$ cat src/rtl/vls_pkg.sv
package vls_pkg;

  localparam int VLS_AW = 64;

  typedef enum logic [1:0] {
    FORM_NONE = 2'd0,
    FORM_POST = 2'd1,
    FORM_PRE  = 2'd2,
    FORM_UOFF = 2'd3
  } form_e;

  typedef struct packed {
    logic        hit;
    form_e       form;
    logic [2:0]  scale;
    logic        is_load;
    logic [4:0]  rn;
    logic [4:0]  rt;
    logic [8:0]  imm9;
    logic [11:0] imm12;
  } dec_s;

  // signed 9-bit byte offset widened to the address width
  function automatic logic [VLS_AW-1:0] widen_imm9(input logic [8:0] v);
    widen_imm9 = {{(VLS_AW-9){v[8]}}, v};
  endfunction

  // 12-bit unsigned immediate multiplied by the access size
  function automatic logic [VLS_AW-1:0] scale_imm12(input logic [11:0] v,
                                                    input logic [2:0]  sc);
    logic [VLS_AW-1:0] z;
    z = {{(VLS_AW-12){1'b0}}, v};
    scale_imm12 = z << sc;
  endfunction

endpackage

$ cat src/rtl/vls_decode.sv
module vls_decode
  import vls_pkg::*;
#(
  parameter int IW = 32
) (
  input  logic          clk,
  input  logic          rst_n,
  input  logic [IW-1:0] instr,
  output dec_s          dec
);

  logic group_bits;
  logic idx_ok;
  logic hit_w;

  assign group_bits = (instr[29:27] == 3'b111) && instr[26] && !instr[25];
  assign idx_ok     = !instr[24] && !instr[21] && instr[10];
  assign hit_w      = group_bits && (instr[24] || idx_ok);

  always_comb begin
    dec.hit     = hit_w;
    dec.scale   = {instr[23], instr[31:30]};
    dec.is_load = instr[22];
    dec.rn      = instr[9:5];
    dec.rt      = instr[4:0];
    dec.imm9    = instr[20:12];
    dec.imm12   = instr[21:10];
    if (!hit_w)         dec.form = FORM_NONE;
    else if (instr[24]) dec.form = FORM_UOFF;
    else if (instr[11]) dec.form = FORM_PRE;
    else                dec.form = FORM_POST;
  end

  // a recognised word never decodes to the empty form
  assert_form_known_R2: assert property (@(posedge clk) disable iff (!rst_n)
    dec.hit |-> dec.form != FORM_NONE);

endmodule

$ cat src/rtl/vls_agen.sv
module vls_agen
  import vls_pkg::*;
#(
  parameter int AW = 64
) (
  input  logic          clk,
  input  logic          rst_n,
  input  dec_s          dec,
  input  logic [AW-1:0] base,
  output logic [AW-1:0] eff_addr,
  output logic [AW-1:0] new_base,
  output logic          wants_wb
);

  logic [AW-1:0] offset;
  logic [AW-1:0] sum;
  logic [VLS_AW-1:0] off_full;

  always_comb begin
    if (dec.form == FORM_UOFF) off_full = scale_imm12(dec.imm12, dec.scale);
    else                       off_full = widen_imm9(dec.imm9);
  end

  assign offset   = off_full[AW-1:0];
  assign sum      = base + offset;            // wraps naturally
  assign eff_addr = (dec.form == FORM_POST) ? base : sum;
  assign new_base = sum;
  assign wants_wb = (dec.form == FORM_POST) || (dec.form == FORM_PRE);

  // post-index touches the untouched base
  assert_post_base_R7: assert property (@(posedge clk) disable iff (!rst_n)
    (dec.form == FORM_POST) |-> eff_addr == base);
  // pre-index accesses the value it writes back
  assert_pre_same_R8: assert property (@(posedge clk) disable iff (!rst_n)
    (dec.form == FORM_PRE) |-> eff_addr == new_base);

endmodule

$ cat src/rtl/vls_guard.sv
module vls_guard
  import vls_pkg::*;
#(
  parameter int AW            = 64,
  parameter int MAX_SCALE     = 4,
  parameter int SP_ALIGN_BITS = 4,
  parameter int SP_INDEX      = 31
) (
  input  logic          clk,
  input  logic          rst_n,
  input  dec_s          dec,
  input  logic [AW-1:0] base,
  input  logic          fp_en,
  output logic          undef_w,
  output logic          trap_w,
  output logic          align_w,
  output logic          go_w
);

  logic uses_sp;
  logic misaligned;

  assign uses_sp    = (dec.rn == 5'(SP_INDEX));
  assign misaligned = |base[SP_ALIGN_BITS-1:0];

  assign undef_w = dec.hit && (int'(dec.scale) > MAX_SCALE);
  assign trap_w  = dec.hit && !undef_w && !fp_en;
  assign align_w = dec.hit && !undef_w && fp_en && uses_sp && misaligned;
  assign go_w    = dec.hit && !undef_w && !trap_w && !align_w;

  // fault causes are mutually exclusive and block the request
  assert_one_cause_R6: assert property (@(posedge clk) disable iff (!rst_n)
    $countones({undef_w, trap_w, align_w, go_w}) <= 1);
  // undefined wins over a disabled unit
  assert_undef_first_R3: assert property (@(posedge clk) disable iff (!rst_n)
    (dec.hit && !fp_en && int'(dec.scale) > MAX_SCALE) |-> undef_w && !trap_w);

endmodule

$ cat src/rtl/vls_addr_unit.sv
module vls_addr_unit
  import vls_pkg::*;
#(
  parameter int IW            = 32,
  parameter int AW            = 64,
  parameter int RW            = 5,
  parameter int SW            = 3,
  parameter int MAX_SCALE     = 4,
  parameter int SP_ALIGN_BITS = 4,
  parameter int SP_INDEX      = 31
) (
  input  logic          clk,
  input  logic          rst_n,
  input  logic          instr_valid,
  input  logic [IW-1:0] instr_word,
  input  logic [AW-1:0] base_value,
  input  logic          fp_enable,
  output logic          out_valid,
  output logic          not_mine,
  output logic          mem_req,
  output logic [AW-1:0] mem_addr,
  output logic [SW-1:0] mem_scale,
  output logic          mem_is_load,
  output logic [RW-1:0] tgt_reg,
  output logic          wb_en,
  output logic [AW-1:0] wb_value,
  output logic          wb_to_sp,
  output logic          tag_check,
  output logic          undef_flag,
  output logic          trap_flag,
  output logic          align_fault
);

  dec_s          dec;
  logic [AW-1:0] eff_addr;
  logic [AW-1:0] new_base;
  logic          wants_wb;
  logic          undef_w, trap_w, align_w, go_w;
  logic          fire;
  logic          base_is_sp;

  vls_decode #(.IW(IW)) u_decode (
    .clk(clk), .rst_n(rst_n), .instr(instr_word), .dec(dec)
  );

  vls_agen #(.AW(AW)) u_agen (
    .clk(clk), .rst_n(rst_n), .dec(dec), .base(base_value),
    .eff_addr(eff_addr), .new_base(new_base), .wants_wb(wants_wb)
  );

  vls_guard #(
    .AW(AW), .MAX_SCALE(MAX_SCALE),
    .SP_ALIGN_BITS(SP_ALIGN_BITS), .SP_INDEX(SP_INDEX)
  ) u_guard (
    .clk(clk), .rst_n(rst_n), .dec(dec), .base(base_value), .fp_en(fp_enable),
    .undef_w(undef_w), .trap_w(trap_w), .align_w(align_w), .go_w(go_w)
  );

  assign fire       = instr_valid && go_w;
  assign base_is_sp = (dec.rn == 5'(SP_INDEX));

  always_ff @(posedge clk or negedge rst_n) begin
    if (!rst_n) begin
      out_valid   <= 1'b0;
      not_mine    <= 1'b0;
      mem_req     <= 1'b0;
      mem_addr    <= '0;
      mem_scale   <= '0;
      mem_is_load <= 1'b0;
      tgt_reg     <= '0;
      wb_en       <= 1'b0;
      wb_value    <= '0;
      wb_to_sp    <= 1'b0;
      tag_check   <= 1'b0;
      undef_flag  <= 1'b0;
      trap_flag   <= 1'b0;
      align_fault <= 1'b0;
    end else begin
      out_valid   <= instr_valid;
      not_mine    <= instr_valid && !dec.hit;
      undef_flag  <= instr_valid && undef_w;
      trap_flag   <= instr_valid && trap_w;
      align_fault <= instr_valid && align_w;
      mem_req     <= fire;
      mem_addr    <= fire ? eff_addr : '0;
      mem_scale   <= fire ? SW'(dec.scale) : '0;
      mem_is_load <= fire && dec.is_load;
      tgt_reg     <= fire ? RW'(dec.rt) : '0;
      wb_en       <= fire && wants_wb;
      wb_value    <= (fire && wants_wb) ? new_base : '0;
      wb_to_sp    <= fire && wants_wb && base_is_sp;
      tag_check   <= fire && (wants_wb || !base_is_sp);
    end
  end

  // one-cycle registered result
  assert_latency_R1: assert property (@(posedge clk) disable iff (!rst_n)
    instr_valid |=> out_valid);
  assert_idle_quiet_R1: assert property (@(posedge clk) disable iff (!rst_n)
    !out_valid |-> !(not_mine || mem_req || wb_en || undef_flag || trap_flag ||
                     align_fault || tag_check || wb_to_sp));
  // foreign words raise nothing else
  assert_foreign_only_R2: assert property (@(posedge clk) disable iff (!rst_n)
    not_mine |-> !(mem_req || wb_en || undef_flag || trap_flag || align_fault));
  // faults suppress the access and the writeback
  assert_undef_noreq_R3: assert property (@(posedge clk) disable iff (!rst_n)
    undef_flag |-> !mem_req && !wb_en);
  assert_trap_noreq_R4: assert property (@(posedge clk) disable iff (!rst_n)
    trap_flag |-> !mem_req && !wb_en);
  assert_align_noreq_R5: assert property (@(posedge clk) disable iff (!rst_n)
    align_fault |-> !mem_req && !wb_en);
  // stack pointer writeback implies writeback
  assert_sp_wb_R11: assert property (@(posedge clk) disable iff (!rst_n)
    wb_to_sp |-> wb_en && mem_req);
  // an unchecked access is a stack-based access without writeback
  assert_tag_gap_R12: assert property (@(posedge clk) disable iff (!rst_n)
    (mem_req && !tag_check) |-> !wb_en);

endmodule

$ cat config.mk
export PLATFORM = sky130hd
export DESIGN_NAME = vls_addr_unit
export DESIGN_NICKNAME = d
export VERILOG_FILES = /design/src/rtl/vls_pkg.sv /design/src/rtl/vls_decode.sv /design/src/rtl/vls_agen.sv /design/src/rtl/vls_guard.sv /design/src/rtl/vls_addr_unit.sv
export SDC_FILE = /design/constraint.sdc
export NUM_CORES = 1
export LEC_CHECK = 0
export BUFFER_PORTS_ARGS = -buffer_cell sky130_fd_sc_hd__buf_2
export CAP_MARGIN = 15
export CORE_MARGIN = 3
export CORE_UTILIZATION = 46
export CTS_CLUSTER_SIZE = 12
export DETAILED_ROUTE_END_ITERATION = 7
export PLACE_DENSITY = 0.74
export SKIP_LAST_GASP = 1
export SYNTH_ARGS = -nofsm -noshare
export SYNTH_HDL_FRONTEND = slang
export SYNTH_HIERARCHICAL = 1
export SYNTH_SLANG_ARGS = --single-unit
$ cat constraint.sdc
create_clock -name clk -period 0.8 [get_ports clk]
set_input_delay 0.04 -clock clk [delete_from_list [all_inputs] [get_ports clk]]
set_output_delay 0.04 -clock clk [all_outputs]
set_load 0.02 [all_outputs]
==> results of run 1 <==
## repair_timing
item	CTS	global route
endpoints found under the hold margin	182	0
pin swaps	105	110
gates cloned	3	0
setup buffers	31	42
resized for setup	197	188
hold buffers	36	0
setup endpoints to repair	290	290
## cell usage after synthesis, types with 3 or more instances
master	count
nand2b_1	7
and3_1	81
nor2b_1	8
nand4_1	19
buf_6	6
inv_1	35
o22ai_1	3
o21bai_1	20
mux2_2	37
o21ai_1	10
xor2_1	18
xnor2_1	34
a21boi_1	4
nand3_1	23
buf_2	9
buf_4	39
nor2_1	64
o21ai_0	34
dfrtp_1	146
or2_2	3
mux2i_1	11
o31ai_1	5
o21a_1	11
a21o_1	35
a31oi_1	12
and2_1	74
a311oi_1	3
a21oi_1	99
a31o_2	5
a2111oi_0	3
a211oi_1	10
nor3_1	14
or3_1	5
buf_1	7
o211ai_1	11
clkbuf_1	45
ha_1	65
nor4_1	5
nand2_1	152
## layer usage
| layer | part of all wire | GRT usage | up-vias | wire (um) |
|---|---|---|---|---|
| met1 | 0.38 | 0.3963 | 6180 | 17850 |
| met4 | 0.051 | 0.1163 | 2 | 2374 |
| met2 | 0.48 | 0.5581 | 841 | 22590 |
| met5 | 0.00028 | 0 | - | 13 |
| met3 | 0.086 | 0.06889 | 247 | 4048 |
| li1 | - | - | 5491 | - |
## worst max-delay path, delay by kind of cell
family                     cells  cell delay, ps
AOI/OAI and AO/OA              9            1930
buffers and inverters          7            1010
and+or+nand+nor                4             790
adders and majority gates      2             570
## area by class of cell
type | instances | area share
well taps | 280 | 0.01960
clock inverters | 14 | 0.008608
multi-input cells | 936 | 0.4567
clock buffers | 18 | 0.02456
inverters | 37 | 0.007978
repair buffers | 680 | 0.2782
flip-flops and latches | 146 | 0.2044
## power by group
group	leakage, nW	switching [mW]	total (mW)	internal, mW
registers	2.04	0.00552	7.40	7.39
clock network	0.295	3.60	8.34	4.73
logic	7.00	5.36	10.6	5.24
## final timing paths
check | startpoint | end | depth (start not counted)
hold / removal | rst_n | mem_addr[8] | 2
setup / recovery | instr_word[11] | wb_value[56] | 22
min in group clk | base_value[8] | mem_addr[8] | 3
max in group asynchronous | rst_n | wb_value[49] | 3
## kinds of logic after synthesis
logic type	after synthesis	share of synthesized area
buffers and inverters	145	0.07057
muxes	48	0.04960
and+or+nand+nor	472	0.2280
DFF	146	0.3440
adders and majority gates	66	0.07846
AOI/OAI and AO/OA	297	0.1844
xor gates and xnor gates	53	0.04500
## per-stage QoR
stage	TNS [ps]	instance area (sq um)	hold WS, ps
3_5_place_dp	-397740	14290	-100.8
5_1_grt	-381860	17880	14.94
6_report	-367000	17880	6.525
2_1_floorplan	-382520	10690	-255.6
3_3_place_gp	-391790	14290	-103.2
4_1_cts	-341770	16570	0.1179
==> flow_metrics.py, run 1 <==
metrics = {
    "run_status": {
        "violations": "setup timing",
        "outcome": "finished with violations",
    },
    "floorplan": {
        "dieHeight_um": 157.9,
        "die-width_um": 157.9,
        "start_util": 0.4778,
        "die-area_sq_um": 24950,
        "core_sq_um": 22230,
        "rows": 54,
        "pin_count": 246,
    },
    "setup_path": {
        "crit_chain": "buf_6 -> or3b_1 -> a211oi_2 -> ha_2 -> buf_6 -> buf_12 -> nand2_1 -> o21ai_1 -> buf_4 -> ha_2 -> buf_4 -> nand4_1 -> buf_6 -> a21oi_1 -> a211o_1 -> a32oi_4 -> a2111oi_4 -> o211ai_2 -> buf_4 -> a21oi_2 -> a311oi_2 -> and2_1",
        "cp-start-kind": "input pin",
        "slowest_stage": "or3b_1",
        "worstPathMaxFanout": 6,
        "slowest_delay_ps": 380,
        "worstPathArrival_ps": 4340,
        "end_kind": "register",
        "crit_type": "in2reg",
        "critical_path_required_ps": 1180,
    },
    "global_route": {
        "grt_overflow": 0,
        "antenna_found_initial": 1,
        "grt_usage": 0.3220,
        "grt_pass1_wl_mm": 63.49,
        "grt_start_max_net_pins": 42,
        "grt_pass1_vias": 12150,
    },
    "clock_network": {
        "cts_tree": "built",
        "cts_buffers": 17,
        "path_clk_slew_ps": 70,
        "cts_sinks": 146,
        "cts_buffer_depth": 2,
        "htreeDepth": 4,
        "root_buffer": "clkbuf_16",
    },
    "placed_design": {
        "placed_cells": 1976,
        "gp_congestion": 0.9630,
        "dpl.hpwl_mm": 28.00,
        "port_buffers": 245,
        "pre_cts_ws_ps": -3655,
    },
    "layout": {
        "final_common_cell": "buf_4",
        "nFillCells": 1230,
        "antenna_cells": 0,
        "drive_gt1_frac": 0.5314,
        "fin_util": 0.8043,
        "multi_input_area_sq_um": 8165,
        "seqCellArea_sq_um": 3654,
        "post_layout_nonfiller_instances": 2111,
        "area_growth_pct": 68.34,
        "final_cell_mix": "buf_4 (338), buf_2 (243), dfrtp_1 (146), nand2_1 (142), and3_1 (69)",
        "fin_nets": 1984,
    },
    "sta": {
        "drv_slew": 0,
        "min_period_over_period": 4.958,
        "setup_slack_ps": -3166,
        "rsz0062_at_grt": "true",
        "slew_headroom": 0.5591,
        "hold_viol": 0,
        "worst_pin_slew_ps": 654.4,
        "maxClockFrequency_mhz": 252.1,
        "setup_viol": 290,
        "period_minus_slack_ps": 3966,
    },
    "synth": {
        "syn_nets": 1393,
        "synth_top_area_cell": "dfrtp_1",
        "synth_warnings": 6,
        "syn_area_sq_um": 10620,
        "ys_types": 83,
        "synth-edff-count": 0,
        "syn_area_per_cell_sq_um": 8.655,
        "synth_flop_cell": "dfrtp_1",
        "synth_top_area_frac": 0.3440,
        "yosysSeqAreaShare": 0.3440,
        "ys_ff_latch": 146,
        "synth_cells": 1227,
        "synthTopCellsByArea": "dfrtp_1 (34%), ha_1 (7.7%), nand2_1 (5.4%)",
        "synth-async-reset-ratio": 1.000,
    },
    "min_path": {
        "hp-class": "in2async",
    },
    "power": {
        "power.density_nw_per_um2": 1473,
        "leakage_nw": 9.333,
        "vdd_drop_max_uv": 1362,
        "totalPowerFinal_mw": 26.33,
    },
    "detailed_routing": {
        "vias_per_cell": 6.045,
        "wire_per_inst_um": 22.21,
        "drtIter0Drc": 1285,
        "drtAntennaViolNets": 0,
        "vias": 12760,
        "drc": 0,
        "drt_wl_total_mm": 46.88,
        "dr.pass1.iters": 6,
    },
    "job": {
        "maxCapViolCount": 0,
    },
}
Power figures use the tool's default switching activity.
==> run 2, diff against run 1 <==
--- a/config.mk
+++ b/config.mk
@@ -7,9 +7,9 @@
 export LEC_CHECK = 0
 export BUFFER_PORTS_ARGS = -buffer_cell sky130_fd_sc_hd__buf_2
 export CAP_MARGIN = 15
+export CORE_ASPECT_RATIO = 1.75
 export CORE_MARGIN = 3
 export CORE_UTILIZATION = 46
-export CTS_CLUSTER_SIZE = 12
 export DETAILED_ROUTE_END_ITERATION = 7
 export PLACE_DENSITY = 0.74
 export SKIP_LAST_GASP = 1
==> run 2 against run 1 <==
  * The flow finishes with violations (hold timing, setup timing)
  * Non-clock buffer count grew 29
  * Sequential share of layout area decreased by 1.2 points
  * Maximum frequency down 6.7%
  * Combinational power barely moved
  * Critical path depth decreased by 1
  * Global-route usage decreased by 0.42 points
  * Critical path type unchanged
  * Flip-flop and latch count unchanged
  * Via count up 7.9%
  * Final area is 6.3% higher
  * Wire length grew 21%
  * Setup slack lost 280 ps
  * Sequential power is essentially flat
==> flow_metrics.py, run 2 (synthesis gave the netlist of run 1 again) <==
metrics = {
    "run_status": {
        "outcome": "finished with violations",
        "violations": "hold timing, setup timing",
    },
    "global_route": {
        "grt_usage": 0.3178,
        "grt_pass1_wl_mm": 63.18,
        "grt_overflow": 0,
        "antenna_found_initial": 5,
        "grt_start_max_net_pins": 70,
        "grt_pass1_vias": 12600,
    },
    "setup_path": {
        "critPathTopFamily": "compound AO/OA/AOI/OAI gates",
        "critical_path_required_ps": 1170,
        "cp-start-kind": "input pin",
        "path_buf_inv": 6,
        "end_kind": "register",
        "slowest_stage": "o211ai_1",
        "crit_type": "in2reg",
        "slowest_delay_ps": 660,
        "critical_path_depth": 21,
        "cp-endpoint": "mem_addr[45]",
        "crit_chain": "buf_6 -> or3b_4 -> a211oi_4 -> ha_4 -> nand2b_4 -> clkinvlp_4 -> buf_12 -> ha_1 -> buf_4 -> a21o_1 -> o21ba_2 -> o21ai_1 -> a21oi_2 -> o211ai_1 -> buf_4 -> o211ai_1 -> a21oi_2 -> buf_4 -> nor3_4 -> o31ai_1 -> and3_1",
        "worstPathArrival_ps": 4630,
        "crit_top_cell": "buf_4",
        "crit_start": "instr_word[21]",
        "worstPathMaxFanout": 15,
    },
    "sta": {
        "hold_viol": 2,
        "fin_setup_tns_ps": -387620,
        "drv_slew": 0,
        "worst_pin_slew_ps": 791.0,
        "whs_ps": -4.609,
        "maxClockFrequency_mhz": 235.2,
        "slew_headroom": 0.4703,
        "rsz0062_at_grt": "true",
        "min_period_over_period": 5.314,
        "setup_slack_ps": -3451,
        "period_minus_slack_ps": 4251,
        "setup_viol": 290,
    },
    "clock_network": {
        "htreeDepth": 4,
        "cts_tree": "built",
        "cts_buffer_depth": 2,
        "cts_sinks": 146,
        "cts_buffers": 17,
        "root_buffer": "clkbuf_16",
        "path_clk_slew_ps": 70,
    },
    "power": {
        "switchingPower_mw": 9.519,
        "leakage_nw": 9.568,
        "vdd_drop_max_uv": 1472,
        "switching_share": 0.3628,
        "clkPwrFrac": 0.301,
        "seqPwrFrac": 0.282,
        "p_int_mw": 16.72,
        "power.density_nw_per_um2": 1380,
        "comb_power_share": 0.417,
        "totalPowerFinal_mw": 26.24,
    },
    "placed_design": {
        "dpl.hpwl_mm": 28.11,
        "placed_area_sq_um": 14340,
        "port_buffers": 245,
        "gp_congestion": 0.9862,
        "placed_cells": 2001,
    },
    "detailed_routing": {
        "wire_per_inst_um": 26.18,
        "drtIter0Drc": 1634,
        "drc": 0,
        "vias": 13770,
        "dr.pass1.iters": 6,
        "drt_wl_total_mm": 56.72,
        "drtAntennaViolNets": 0,
        "vias_per_cell": 6.358,
    },
    "layout": {
        "post_layout_nonfiller_instances": 2166,
        "drive_gt1_frac": 0.5304,
        "final_common_cell": "buf_4",
        "final_cell_mix": "buf_4 (346), buf_6 (200), dfrtp_1 (146), nand2_1 (136), buf_2 (96)",
        "area_growth_pct": 79.01,
        "finalInstanceArea_sq_um": 19010,
        "fin_nets": 2014,
    },
    "floorplan": {
        "die-width_um": 120.9,
        "core_sq_um": 22740,
        "dieHeight_um": 207.0,
        "start_util": 0.4670,
        "rows": 73,
        "die-area_sq_um": 25020,
        "pin_count": 246,
    },
    "job": {
        "maxCapViolCount": 0,
    },
    "min_path": {
        "hp-class": "in2async",
    },
}
run 2: cell types whose count changed in the layout (fill, tap and decap cells not counted), sizes merged:
cell / before / now
buf: 644 / 663
diode: 0 / 5
clkinv: 7 / 4
dlygate4sd3: 36 / 40
bufinv: 2 / 0
clkinvlp: 2 / 5
inv: 40 / 42
clkbuf: 18 / 24
and3: 81 / 82
run 2: worst min-delay path by stage:
| stage | from | to | slack, ps | depth (start not counted) |
|---|---|---|---|---|
| floorplan | rst_n | align_fault | -260 | 0 |
| global placement | rst_n | mem_addr[39] | -100 | 1 |
| detailed placement | rst_n | mem_addr[39] | -100 | 1 |
| CTS | base_value[0] | wb_value[0] | -30 | 3 |
| global route | rst_n | out_valid | 0.2 | 2 |
| finish | rst_n | out_valid | -5 | 2 |
run 2: repair_timing:
action | CTS | global route
hold buffers | 40 | 0
pin swaps | 87 | 111
endpoints found under the hold margin | 187 | 0
setup buffers | 48 | 36
endpoints found under the setup margin | 290 | 291
cloned | 2 | 11
gates resized for setup | 205 | 484
run 2: power groups by stage:
| stage | clock network [mW] | registers (mW) | logic [mW] |
|---|---|---|---|
| 6_report | 7.89 | 7.40 | 10.9 |
| 3_3_place_gp | 0 | 7.54 | 7.19 |
| 4_1_cts | 7.78 | 7.40 | 8.55 |
| 2_1_floorplan | 0 | 7.56 | 3.99 |
| 3_5_place_dp | 0 | 7.54 | 7.31 |
| 5_1_grt | 8.31 | 7.40 | 11.3 |
run 2: per-layer routing:
layer,up-vias,part of all wire,GRT usage
met3,521,0.10,0.05845
met2,1235,0.49,0.5866
met4,2,0.10,0.1987
li1,5551,-,-
met1,6463,0.30,0.3198
met5,-,0.00025,0
run 2: area by class of cell:
| type | instances | area [sq um] |
|---|---|---|
| Antenna cell | 5 | 12.51 |
| Clock buffer | 18 | 439.2 |
| Clock inverter | 14 | 118.9 |
| Fill cell | 1067 | 3732 |
| Inverter | 37 | 145.1 |
| Multi-Input combinational cell | 937 | 7965 |
| Sequential cell | 146 | 3654 |
| Tap cell | 300 | 375.4 |
| Timing Repair Buffer | 709 | 6301 |
run 2: stage by stage:
step | hold slack [ps] | setup slack (ps) | util
after floorplan | -255.6 | -3938 | -
after global placement | -98.04 | -3595 | 0.6306
after detailed placement | -97.46 | -3642 | 0.6306
after CTS | -29.35 | -2852 | 0.7328
after global routing | 0.1875 | -3653 | 0.8355
final | -4.609 | -3451 | 0.8359
==> run 3, diff against run 2 <==
--- a/config.mk
+++ b/config.mk
@@ -5,13 +5,13 @@
 export SDC_FILE = /design/constraint.sdc
 export NUM_CORES = 1
 export LEC_CHECK = 0
-export BUFFER_PORTS_ARGS = -buffer_cell sky130_fd_sc_hd__buf_2
 export CAP_MARGIN = 15
-export CORE_ASPECT_RATIO = 1.75
+export CORE_ASPECT_RATIO = 1.5
 export CORE_MARGIN = 3
 export CORE_UTILIZATION = 46
 export DETAILED_ROUTE_END_ITERATION = 7
-export PLACE_DENSITY = 0.74
+export DONT_BUFFER_PORTS = 1
+export PLACE_DENSITY = 0.65
 export SKIP_LAST_GASP = 1
 export SYNTH_ARGS = -nofsm -noshare
 export SYNTH_HDL_FRONTEND = slang
==> run 3 against run 2 <==
  * Die area down 0.14%
  * The flow still finishes with violations (hold timing, setup timing)
  * Global-route usage shrank 1.1 points
  * Power decreased by 9.4%
  * Core utilization shrank 12 points
  * Setup slack better by 520 ps
  * Flip-flop and latch count stayed put
==> flow_metrics.py, run 3 (synthesis gave the netlist of run 1 again) <==
metrics = {
    "setup_path": {
        "critical_path_required_ps": 1170,
        "worstPathArrival_ps": 4100,
        "crit_chain": "or3b_1 -> a211oi_2 -> ha_2 -> buf_6 -> buf_12 -> buf_6 -> a31oi_4 -> ha_4 -> nand4_1 -> a2111oi_2 -> o21ai_2 -> a41oi_2 -> o2111a_2 -> o211ai_1 -> buf_4 -> buf_4 -> a31oi_4 -> mux2i_1 -> o211a_1 -> and3_1",
        "worstPathMaxFanout": 5,
        "crit_type": "in2reg",
        "end_kind": "register",
        "cp-start-kind": "input pin",
        "slowest_stage": "or3b_1",
        "slowest_delay_ps": 380,
    },
    "layout": {
        "final_common_cell": "buf_4",
        "drive_gt1_frac": 0.4846,
        "area_growth_pct": 51.24,
        "post_layout_nonfiller_instances": 1806,
        "finalInstanceArea_sq_um": 16060,
        "final_cell_mix": "buf_4 (292), nand2_1 (141), dfrtp_2 (87), and3_1 (69), and2_1 (68)",
        "fin_nets": 1682,
    },
    "clock_network": {
        "path_clk_slew_ps": 60,
        "cts_tree": "built",
        "cts_buffer_depth": 2,
        "root_buffer": "clkbuf_16",
        "cts_hold_buf": 17,
        "cts_buffers": 17,
        "htreeDepth": 4,
        "cts_sinks": 146,
    },
    "power": {
        "switching_share": 0.3181,
        "vdd_drop_max_uv": 1561,
        "p_int_mw": 16.20,
        "leakage_nw": 7.702,
        "seqPwrFrac": 0.312,
        "switchingPower_mw": 7.557,
        "comb_power_share": 0.358,
        "clkPwrFrac": 0.329,
        "power.density_nw_per_um2": 1479,
    },
    "sta": {
        "whs_ps": -698.3,
        "min_period_over_period": 4.665,
        "drv_slew": 0,
        "setup_viol": 288,
        "worst_pin_slew_ps": 600.0,
        "rsz0062_at_grt": "true",
        "slew_headroom": 0.5897,
        "hold_viol": 226,
        "maxClockFrequency_mhz": 268.0,
        "setup_slack_ps": -2932,
        "period_minus_slack_ps": 3732,
    },
    "floorplan": {
        "die-area_sq_um": 24980,
        "pin_count": 246,
        "dieHeight_um": 192.1,
        "start_util": 0.4710,
        "core_sq_um": 22550,
        "rows": 67,
        "die-width_um": 130.1,
    },
    "detailed_routing": {
        "top_layer": "met4",
        "vias": 10500,
        "vias_per_cell": 5.813,
        "routed-wl-met2_mm": 20.80,
        "drtAntennaViolNets": 0,
        "drt_wl_total_mm": 39.32,
        "wire_per_inst_um": 21.77,
        "wl_met3_mm": 2.335,
        "met1_length_mm": 13.97,
        "drtIter0Drc": 644,
        "dr.pass1.iters": 5,
        "drc": 0,
    },
    "global_route": {
        "antenna_found_initial": 1,
        "grt_pass1_wl_mm": 58.79,
        "grt_usage": 0.3065,
        "grt_overflow": 0,
        "grt_start_max_net_pins": 147,
        "grt_pass1_vias": 10830,
    },
    "placed_design": {
        "pre_cts_ws_ps": -3562,
        "port_buffers": 0,
        "placed_cells": 1680,
        "placed_area_sq_um": 12660,
        "gp_congestion": 0.9712,
        "dpl.hpwl_mm": 25.04,
    },
    "run_status": {
        "outcome": "finished with violations",
        "violations": "hold timing, setup timing",
    },
    "min_path": {
        "hp-class": "in2async",
    },
    "job": {
        "maxCapViolCount": 0,
    },
}
-- run 3: cell count changes in the layout (fill, tap and decap cells not counted), moves of 7 or more --
cell / change
buf_6: -164
buf_2: -95
dfrtp_1: -87
dfrtp_2: +87
buf_4: -54
dlygate4sd3_1: -23
buf_16: +9
a21oi_2: +7
ha_1: -7
xnor2_1: +7
-- run 3: worst max path at each step --
stage | start | end | slack (ps) | cells past startpoint
floorplan | instr_word[21] | mem_addr[54] | -3940 | 20
global placement | instr_word[21] | mem_addr[55] | -3500 | 20
detailed placement | instr_word[21] | mem_addr[58] | -3560 | 19
CTS | instr_word[21] | mem_addr[48] | -2830 | 17
global route | instr_word[21] | mem_addr[57] | -3090 | 20
finish | instr_word[21] | mem_addr[57] | -2930 | 20
-- run 3: area by class of cell --
cell class	count	area, sq um
clock buffer	17	425.4
fill	1515	6489
tap	276	345.3
sequential	146	3762
inverter	37	147.6
antenna	1	2.502
multi-input combinational	936	7700
timing repair buffer	378	3536
clock inverter	15	142.6
-- run 3: power by group through the flow --
stage / Combinational [mW] / Clock (mW) / Sequential [mW]
global route: 9.13 / 8.36 / 7.41
finish: 8.52 / 7.83 / 7.42
global placement: 6.24 / 0 / 7.56
detailed placement: 6.32 / 0 / 7.56
CTS: 7.68 / 7.94 / 7.42
floorplan: 3.99 / 0 / 7.56
-- run 3: timing repair --
item | CTS | global route
hold endpoints to repair | 230 | 227
endpoints found under the setup margin | 288 | 288
pin swaps | 102 | 73
gates cloned | 14 | 0
gates resized for setup | 339 | 82
setup buffers | 57 | 27
-- run 3: critical path, delay by kind of cell --
kind,cells,cell delay (ps)
AO/OA/AOI/OAI,9,1860
buffers and inverters,5,650
AND/OR/NAND/NOR,3,730
multiplexers,1,200
adder cells (fa/ha/maj),2,610
-- run 3: layer usage --
metal	track usage	vias up
li1	-	4897
met1	0.3233	5106
met2	0.5567	382
met3	0.06873	114
met4	0.1620	0
met5	0	-
-- run 3: metrics by stage --
step	setup TNS [ps]	power (mW)	utilization	hold slack, ps
after global routing	-353480	24.90	0.7123	-717.9
after CTS	-317080	23.04	0.6893	-720.8
after floorplan	-382520	11.55	-	-255.6
after detailed placement	-389670	13.87	0.5616	-250.9
final	-335110	23.76	0.7123	-698.3
after global placement	-384560	13.80	0.5616	-251.8
